--- config.mk ---
export PLATFORM = sky130hd
export DESIGN_NAME = bsalu_core
export DESIGN_NICKNAME = d
export VERILOG_FILES = /design/src/rtl/bsalu_pkg.sv /design/src/rtl/bsalu_slice.sv /design/src/rtl/bsalu_flags.sv /design/src/rtl/bsalu_core.sv
export SDC_FILE = /design/constraint.sdc
export NUM_CORES = 1
export LEC_CHECK = 0
export BUFFER_PORTS_ARGS = -buffer_cell sky130_fd_sc_hd__buf_4
export CAP_MARGIN = 20
export CORE_MARGIN = 2
export CORE_UTILIZATION = 50
export DETAILED_ROUTE_END_ITERATION = 16
export PLACE_DENSITY = 0.84
export SYNTH_ARGS = -nofsm -noshare
export SYNTH_HDL_FRONTEND = slang
export SYNTH_SLANG_ARGS = --single-unit
export TNS_END_PERCENT = 30
--- constraint.sdc ---
create_clock -name vclk -period 22.2
set_input_delay 3.33 -clock vclk [all_inputs]
set_output_delay 3.33 -clock vclk [all_outputs]
set_load 0.1 [all_outputs]
--- src/rtl/bsalu_pkg.sv ---
`timescale 1ns/1ps
package bsalu_pkg;

    typedef enum logic [1:0] {
        OP_AND = 2'b00,
        OP_OR  = 2'b01,
        OP_ADD = 2'b10,
        OP_SUB = 2'b11
    } alu_op_e;

    typedef struct packed {
        logic res;
        logic cout;
    } slice_out_t;

endpackage

--- src/rtl/bsalu_slice.sv ---
`timescale 1ns/1ps
module bsalu_slice
    import bsalu_pkg::*;
(
    input  logic [1:0] op_sel,
    input  logic       a_bit,
    input  logic       b_bit,
    input  logic       b_inv,
    input  logic       carry_in,
    output logic       res_bit,
    output logic       carry_nxt
);
    logic       b_eff;
    logic       half_x;
    slice_out_t out_d;

    always_comb begin
        b_eff      = b_bit ^ b_inv;
        half_x     = a_bit ^ b_eff;
        out_d.cout = (a_bit & b_eff) | (half_x & carry_in);
        unique case (alu_op_e'(op_sel))
            OP_AND:  out_d.res = a_bit & b_bit;
            OP_OR:   out_d.res = a_bit | b_bit;
            default: out_d.res = half_x ^ carry_in;
        endcase
    end

    assign res_bit   = out_d.res;
    assign carry_nxt = out_d.cout;
endmodule

--- src/rtl/bsalu_flags.sv ---
`timescale 1ns/1ps
module bsalu_flags #(
    parameter int WIDTH = 32
) (
    input  logic             arith_en,
    input  logic [WIDTH-1:0] res_vec,
    input  logic             carry_msb_in,
    input  logic             carry_msb_out,
    output logic             carry_flag,
    output logic             ovf_flag,
    output logic             zero_flag
);
    always_comb begin
        carry_flag = arith_en & carry_msb_out;
        ovf_flag   = arith_en & (carry_msb_in ^ carry_msb_out);
        zero_flag  = ~(|res_vec);
    end
endmodule

--- src/rtl/bsalu_core.sv ---
`timescale 1ns/1ps
module bsalu_core
    import bsalu_pkg::*;
#(
    parameter int WIDTH = 32
) (
    input  logic [1:0]       op_sel,
    input  logic [WIDTH-1:0] opnd_a,
    input  logic [WIDTH-1:0] opnd_b,
    output logic [WIDTH-1:0] result,
    output logic             carry_out,
    output logic             overflow,
    output logic             zero
);
    localparam int MSB = WIDTH - 1;

    logic             sub_d;
    logic             arith_d;
    logic [WIDTH:0]   chain_d;
    logic [WIDTH-1:0] res_d;

    always_comb begin
        sub_d   = (alu_op_e'(op_sel) == OP_SUB);
        arith_d = op_sel[1];
    end

    assign chain_d[0] = sub_d;

    for (genvar gi = 0; gi < WIDTH; gi++) begin : g_slice
        bsalu_slice i_slice (
            .op_sel    (op_sel),
            .a_bit     (opnd_a[gi]),
            .b_bit     (opnd_b[gi]),
            .b_inv     (sub_d),
            .carry_in  (chain_d[gi]),
            .res_bit   (res_d[gi]),
            .carry_nxt (chain_d[gi+1])
        );
    end

    bsalu_flags #(.WIDTH(WIDTH)) i_flags (
        .arith_en      (arith_d),
        .res_vec       (res_d),
        .carry_msb_in  (chain_d[MSB]),
        .carry_msb_out (chain_d[WIDTH]),
        .carry_flag    (carry_out),
        .ovf_flag      (overflow),
        .zero_flag     (zero)
    );

    assign result = res_d;
endmodule

Word-level counts from Yosys, hierarchy flattened --
Cells that the tools add are included.
Operators by class: multipliers 0, $lt $le $gt $ge 0, bitwise gates (word level) 260, mux-type cells 32, shifts and indexed selects 0, $add $sub $neg 0, equality and inequality tests 2, div/mod/pow operators 0, reduce and logical (&&, ||, !) cells 2
Operators with widths (number):
- $and 1x1->1 | 98
- $xor 1x1->1 | 97
- $or 1x1->1 | 64
- $pmux 1 s2 | 32
- $reduce_or 32->1 | 1
- $eq 2x1->1 const B | 1
- $eq 2x2->1 const B | 1
- $logic_not 2->1 | 1
- $not 1->1 | 1
Storage, ports and cells: memories 0, flip-flop bits (word level) 0, memory bits (writable) 0, bits in read-only memories 0, logic and storage cells 296, latch bits 0, bits of input ports 66

Depth between registers and ports, before layout --
depth in word-level cells 69, mapped depth 42, depth with buffers taken out 38

Cells and area by module --
From an unflattened synthesis, not the netlist that was laid out.
Second synthesis, totals: cell total of the unflattened synthesis 303, area, all modules 2102.0 µm²
Modules (own cells, without submodules):
- bsalu_slice | instances 32, area each 62.6 µm², seq. area each 0.0 µm², cells each 9
- bsalu_flags | instances 1, area each 93.8 µm², seq. area each 0.0 µm², cells each 14
- bsalu_core | instances 1, area each 6.3 µm², seq. area each 0.0 µm², cells each 1

Least setup slack after synthesis --
Ideal clock, no wire load.
path type in2out, from in op_sel[0], to out zero, cell stages on the path 42, path slack 634 ps, required time 18870 ps, buffers on the path 4, data arrival time 18236 ps, cells stage by stage buf_6 -> buf_2 -> buf_6 -> nand2_1 -> buf_2 -> xnor2_1 -> fa_1 -> inv_1 -> fa_1 -> fa_1 -> fa_1 -> fa_1 -> fa_1 -> fa_1 -> fa_1 -> fa_1 -> fa_1 -> fa_1 -> [6 not listed] -> fa_1 -> fa_1 -> fa_1 -> fa_1 -> fa_1 -> fa_1 -> fa_1 -> fa_1 -> fa_1 -> fa_1 -> fa_1 -> fa_1 -> fa_1 -> fa_1 -> o22ai_1 -> nor4_1 -> nand2_1 -> nor4_2
On the way: longest elaborated chain between the ends 69, elaborated cells on any way between the ends 226, those cells by class eq/ne (2); mux (32); bitwise (190); reduce/logical (2)
Ends and longest elaborated chain:
- from (decl) | line bsalu_core.sv:7 | input logic [1:0] op_sel,
- $eq 2x2->1 | line bsalu_core.sv:23 | sub_d = (alu_op_e'(op_sel) == OP_SUB);
- $xor 1x1->1 | line bsalu_slice.sv:18 | b_eff = b_bit ^ b_inv;
- $xor 1x1->1 | line bsalu_slice.sv:19 | half_x = a_bit ^ b_eff;
- $and 1x1->1 | line bsalu_slice.sv:20 | out_d.cout = (a_bit & b_eff) | (half_x & carry_in);
- $or 1x1->1 | line bsalu_slice.sv:20
- $and 1x1->1 | line bsalu_slice.sv:20
- $or 1x1->1 | line bsalu_slice.sv:20
- $and 1x1->1 | line bsalu_slice.sv:20
- [54 not listed]
- $or 1x1->1 | line bsalu_slice.sv:20
- $and 1x1->1 | line bsalu_slice.sv:20
- $or 1x1->1 | line bsalu_slice.sv:20
- $xor 1x1->1 | line bsalu_slice.sv:24 | default: out_d.res = half_x ^ carry_in;
- $pmux 1 s2 (*) | line bsalu_slice.sv:21 | unique case (alu_op_e'(op_sel))
- named net g_slice[31].i_slice.res_bit | line bsalu_slice.sv:10 | output logic res_bit,
- $reduce_or 32->1 (*) | line bsalu_flags.sv:16 | zero_flag = ~(|res_vec);
- $not 1->1 (*) | line bsalu_flags.sv:16
- to (decl) | line bsalu_core.sv:13 | output logic zero
The timed path passes the listed nets; every way through them passes the cells marked *.

Worst setup path after layout --
from in op_sel[0], to out zero
On the way: longest elaborated chain between the ends 69, elaborated cells on any way between the ends 226, those cells by class eq/ne (2); mux (32); bitwise (190); reduce/logical (2)
Ends and longest elaborated chain (line):
- $eq 2x2->1 | bsalu_core.sv:23
- $xor 1x1->1 | bsalu_slice.sv:18
- $xor 1x1->1 | bsalu_slice.sv:19
- $and 1x1->1 | bsalu_slice.sv:20
- $or 1x1->1 | bsalu_slice.sv:20
- $and 1x1->1 | bsalu_slice.sv:20
- $or 1x1->1 | bsalu_slice.sv:20
- $and 1x1->1 | bsalu_slice.sv:20
- [53 not listed]
- $and 1x1->1 | bsalu_slice.sv:20
- $or 1x1->1 | bsalu_slice.sv:20
- $and 1x1->1 | bsalu_slice.sv:20
- $or 1x1->1 | bsalu_slice.sv:20
- $xor 1x1->1 | bsalu_slice.sv:24
- $pmux 1 s2 | bsalu_slice.sv:21
- $reduce_or 32->1 (*) | bsalu_flags.sv:16
- $not 1->1 (*) | bsalu_flags.sv:16
Mark *: on every way between the ends. The rest lies on a longest branch, timed or not.

==> impl_metrics.tcl <==
set metrics [dict create \
    ctsHoldBuffers 0 \
    via_per_inst 5.39 \
    drt_iter0_drc 136 \
    dp_hpwl_um 4320 \
    worst_slew_pin_slew_ps 649 \
    hp-start "opnd_b[1]" \
    ir_drop_mv 0.0381 \
    synthSimpleGateAreaFrac 0.0644 \
    synth_nets 359 \
    port_buffers 101 \
    status "finished, final reports clean" \
    hold_path.class "input pin to primary output" \
    die_w_um 68.8 \
    min_path_cells 4 \
    whs_endpoint "result[1]" \
    hold_violations 0 \
    dp_slack_ps 915 \
    layout_common_cells "102 x buf_4, 33 x inv_1, 31 x fa_1" \
    fp.dieArea_sq_um 4730 \
    nClkBuffers 0 \
    die_h_um 68.8 \
    crit_top_cell "fa_1" \
    seq_cells 0 \
    grt_pass1_vias 1945 \
    cts_resized 0 \
    rows 23 \
    worstPathBufferInverterCount 3 \
    slowest_stage "fa_1" \
    seqPwrFrac 0 \
    synth_warnings 0 \
    synthToLayoutAreaGrowth_pct 23.7 \
    setup_viol 0 \
    vias 1968 \
    initial_core_util 0.520 \
    setup_slack_ps 874 \
    internal-power_uw 43.3 \
    critPathKind "input pin to primary output" \
    drive_gt1_frac 0.359 \
    yosysUniqueCellTypes 26 \
    end_kind "primary output" \
    synth.mux.area_fraction 0 \
    maxCapViolations 0 \
    track_usage 0.230 \
    seqCellArea_sq_um 0 \
    p_leak_uw 0.00124 \
    max_slew_margin 0.566 \
    antenna_found_initial 0 \
    yosysSeqAreaShare 0 \
    grt_first_pass_wirelength_um 8520 \
    ant_nets 0 \
    n_antenna_cell 0 \
    gp_congestion 0.902 \
    crit_fanout 47 \
    layout_commonest_cell "buf_4" \
    dr.pass1.iters 4 \
    coreArea_sq_um 4030 \
    rsz0062_at_grt "false" \
    grt.overflow.total 0 \
    cp_data_required_time_ps 18870 \
    synthAdderAreaFrac 0.345 \
    grt_max_degree 48 \
    power.share.clock 0 \
    postSynthCellCount 260 \
    drt_wl_total_um 5280 \
    post-route-drc-count 0 \
    power_uw 164 \
    path_delay_family "adder cells" \
    comb_power_share 1.000 \
    fin_crit_ps 21330 \
    fmax_mhz 46.9 \
    slowest_delay_ps 510 \
    num-nets-final 416 \
    power.switching_uw 121 \
    swShare 0.737 \
    fin_crit_sh 0.961 \
    power.density_nw_per_um2 63.4 \
    drv_slew 0 \
    synth_xor_xnor_area_share 0.134 \
    synth_top_family_by_area "adder cells" \
    cp_data_arrival_time_ps 18000 \
    startpoint_type "input pin" \
    cts_setup_buffers 0 \
    wl_per_cell_um 14.5 \
    io_pins 101 \
    tns_ps 0 \
    synth_area_sq_um 2100 \
    synth_compound_area_frac 0.237 \
    avgSynthCellArea_sq_um 8.07 \
]
[per-stage QoR]
stage,hold slack [ps],cell area (sq um),std cells,util
6_report,7180,2590,365,0.644
5_1_grt,7230,2590,365,0.644
4_1_cts,7180,2590,365,0.644
3_5_place_dp,7180,2590,365,0.644
3_3_place_gp,7190,2590,365,0.644
2_1_floorplan,7030,2100,260,-
[worst max-delay path by stage]
stage	start	endpoint	slack, ps	depth (start not counted)
finish	op_sel[0]	zero	870	40
global route	op_sel[0]	zero	300	40
CTS	op_sel[0]	zero	920	40
detailed placement	op_sel[0]	zero	910	40
global placement	op_sel[0]	zero	1200	40
floorplan	op_sel[0]	zero	630	42
[power groups by stage]
stage / Sequential [uW] / Combinational [uW] / Clock (uW)
after floorplan: 0 / 141 / 0
after global placement: 0 / 162 / 0
after detailed placement: 0 / 163 / 0
after CTS: 0 / 164 / 0
after global routing: 0 / 174 / 0
final: 0 / 164 / 0
[cell usage after synthesis, drive strengths merged]
cell,n,share of area
buf,44,0.15
inv,34,0.061
fa,31,0.30
xor2,30,0.13
a21oi,24,0.057
o21bai,23,0.082
o22ai,23,0.069
nand2,13,0.023
o21ai,10,0.026
maj3,7,0.037
nor4,7,0.024
clkbuf,3,0.0054
nor2,3,0.0054
ha,2,0.012
or4,2,0.0090
xnor2,2,0.0084
nand4,1,0.0030
o31ai,1,0.0036
[tightest hold or removal path: cells and delay by family]
| kind | cells | cell delay, ps |
|---|---|---|
| AO/OA/AOI/OAI | 1 | 80 |
| AND/OR/NAND/NOR | 1 | 80 |
| buffers and inverters | 2 | 350 |
[per-layer routing]
layer	track usage	up-vias	wire, um	part of all wire
met1	0.310	924	2200	0.42
met5	0	-	0	0
met4	0.0392	0	83	0.016
met2	0.392	85	2510	0.48
li1	-	949	-	-
met3	0.0406	10	480	0.091
[area by class of cell]
type	instances	area, sq um
Tap cell	50	62.6
Timing Repair Buffer	102	766
Inverter	34	128
Fill cell	371	1430
Multi-Input combinational cell	179	1640
[logic make-up after synthesis]
logic type	Yosys count
buffers and inverters	81
AO/OA/AOI/OAI	81
XOR/XNOR	32
adder cells (fa/ha/maj)	40
AND/OR/NAND/NOR	26
Power figures use the tool's default switching activity.
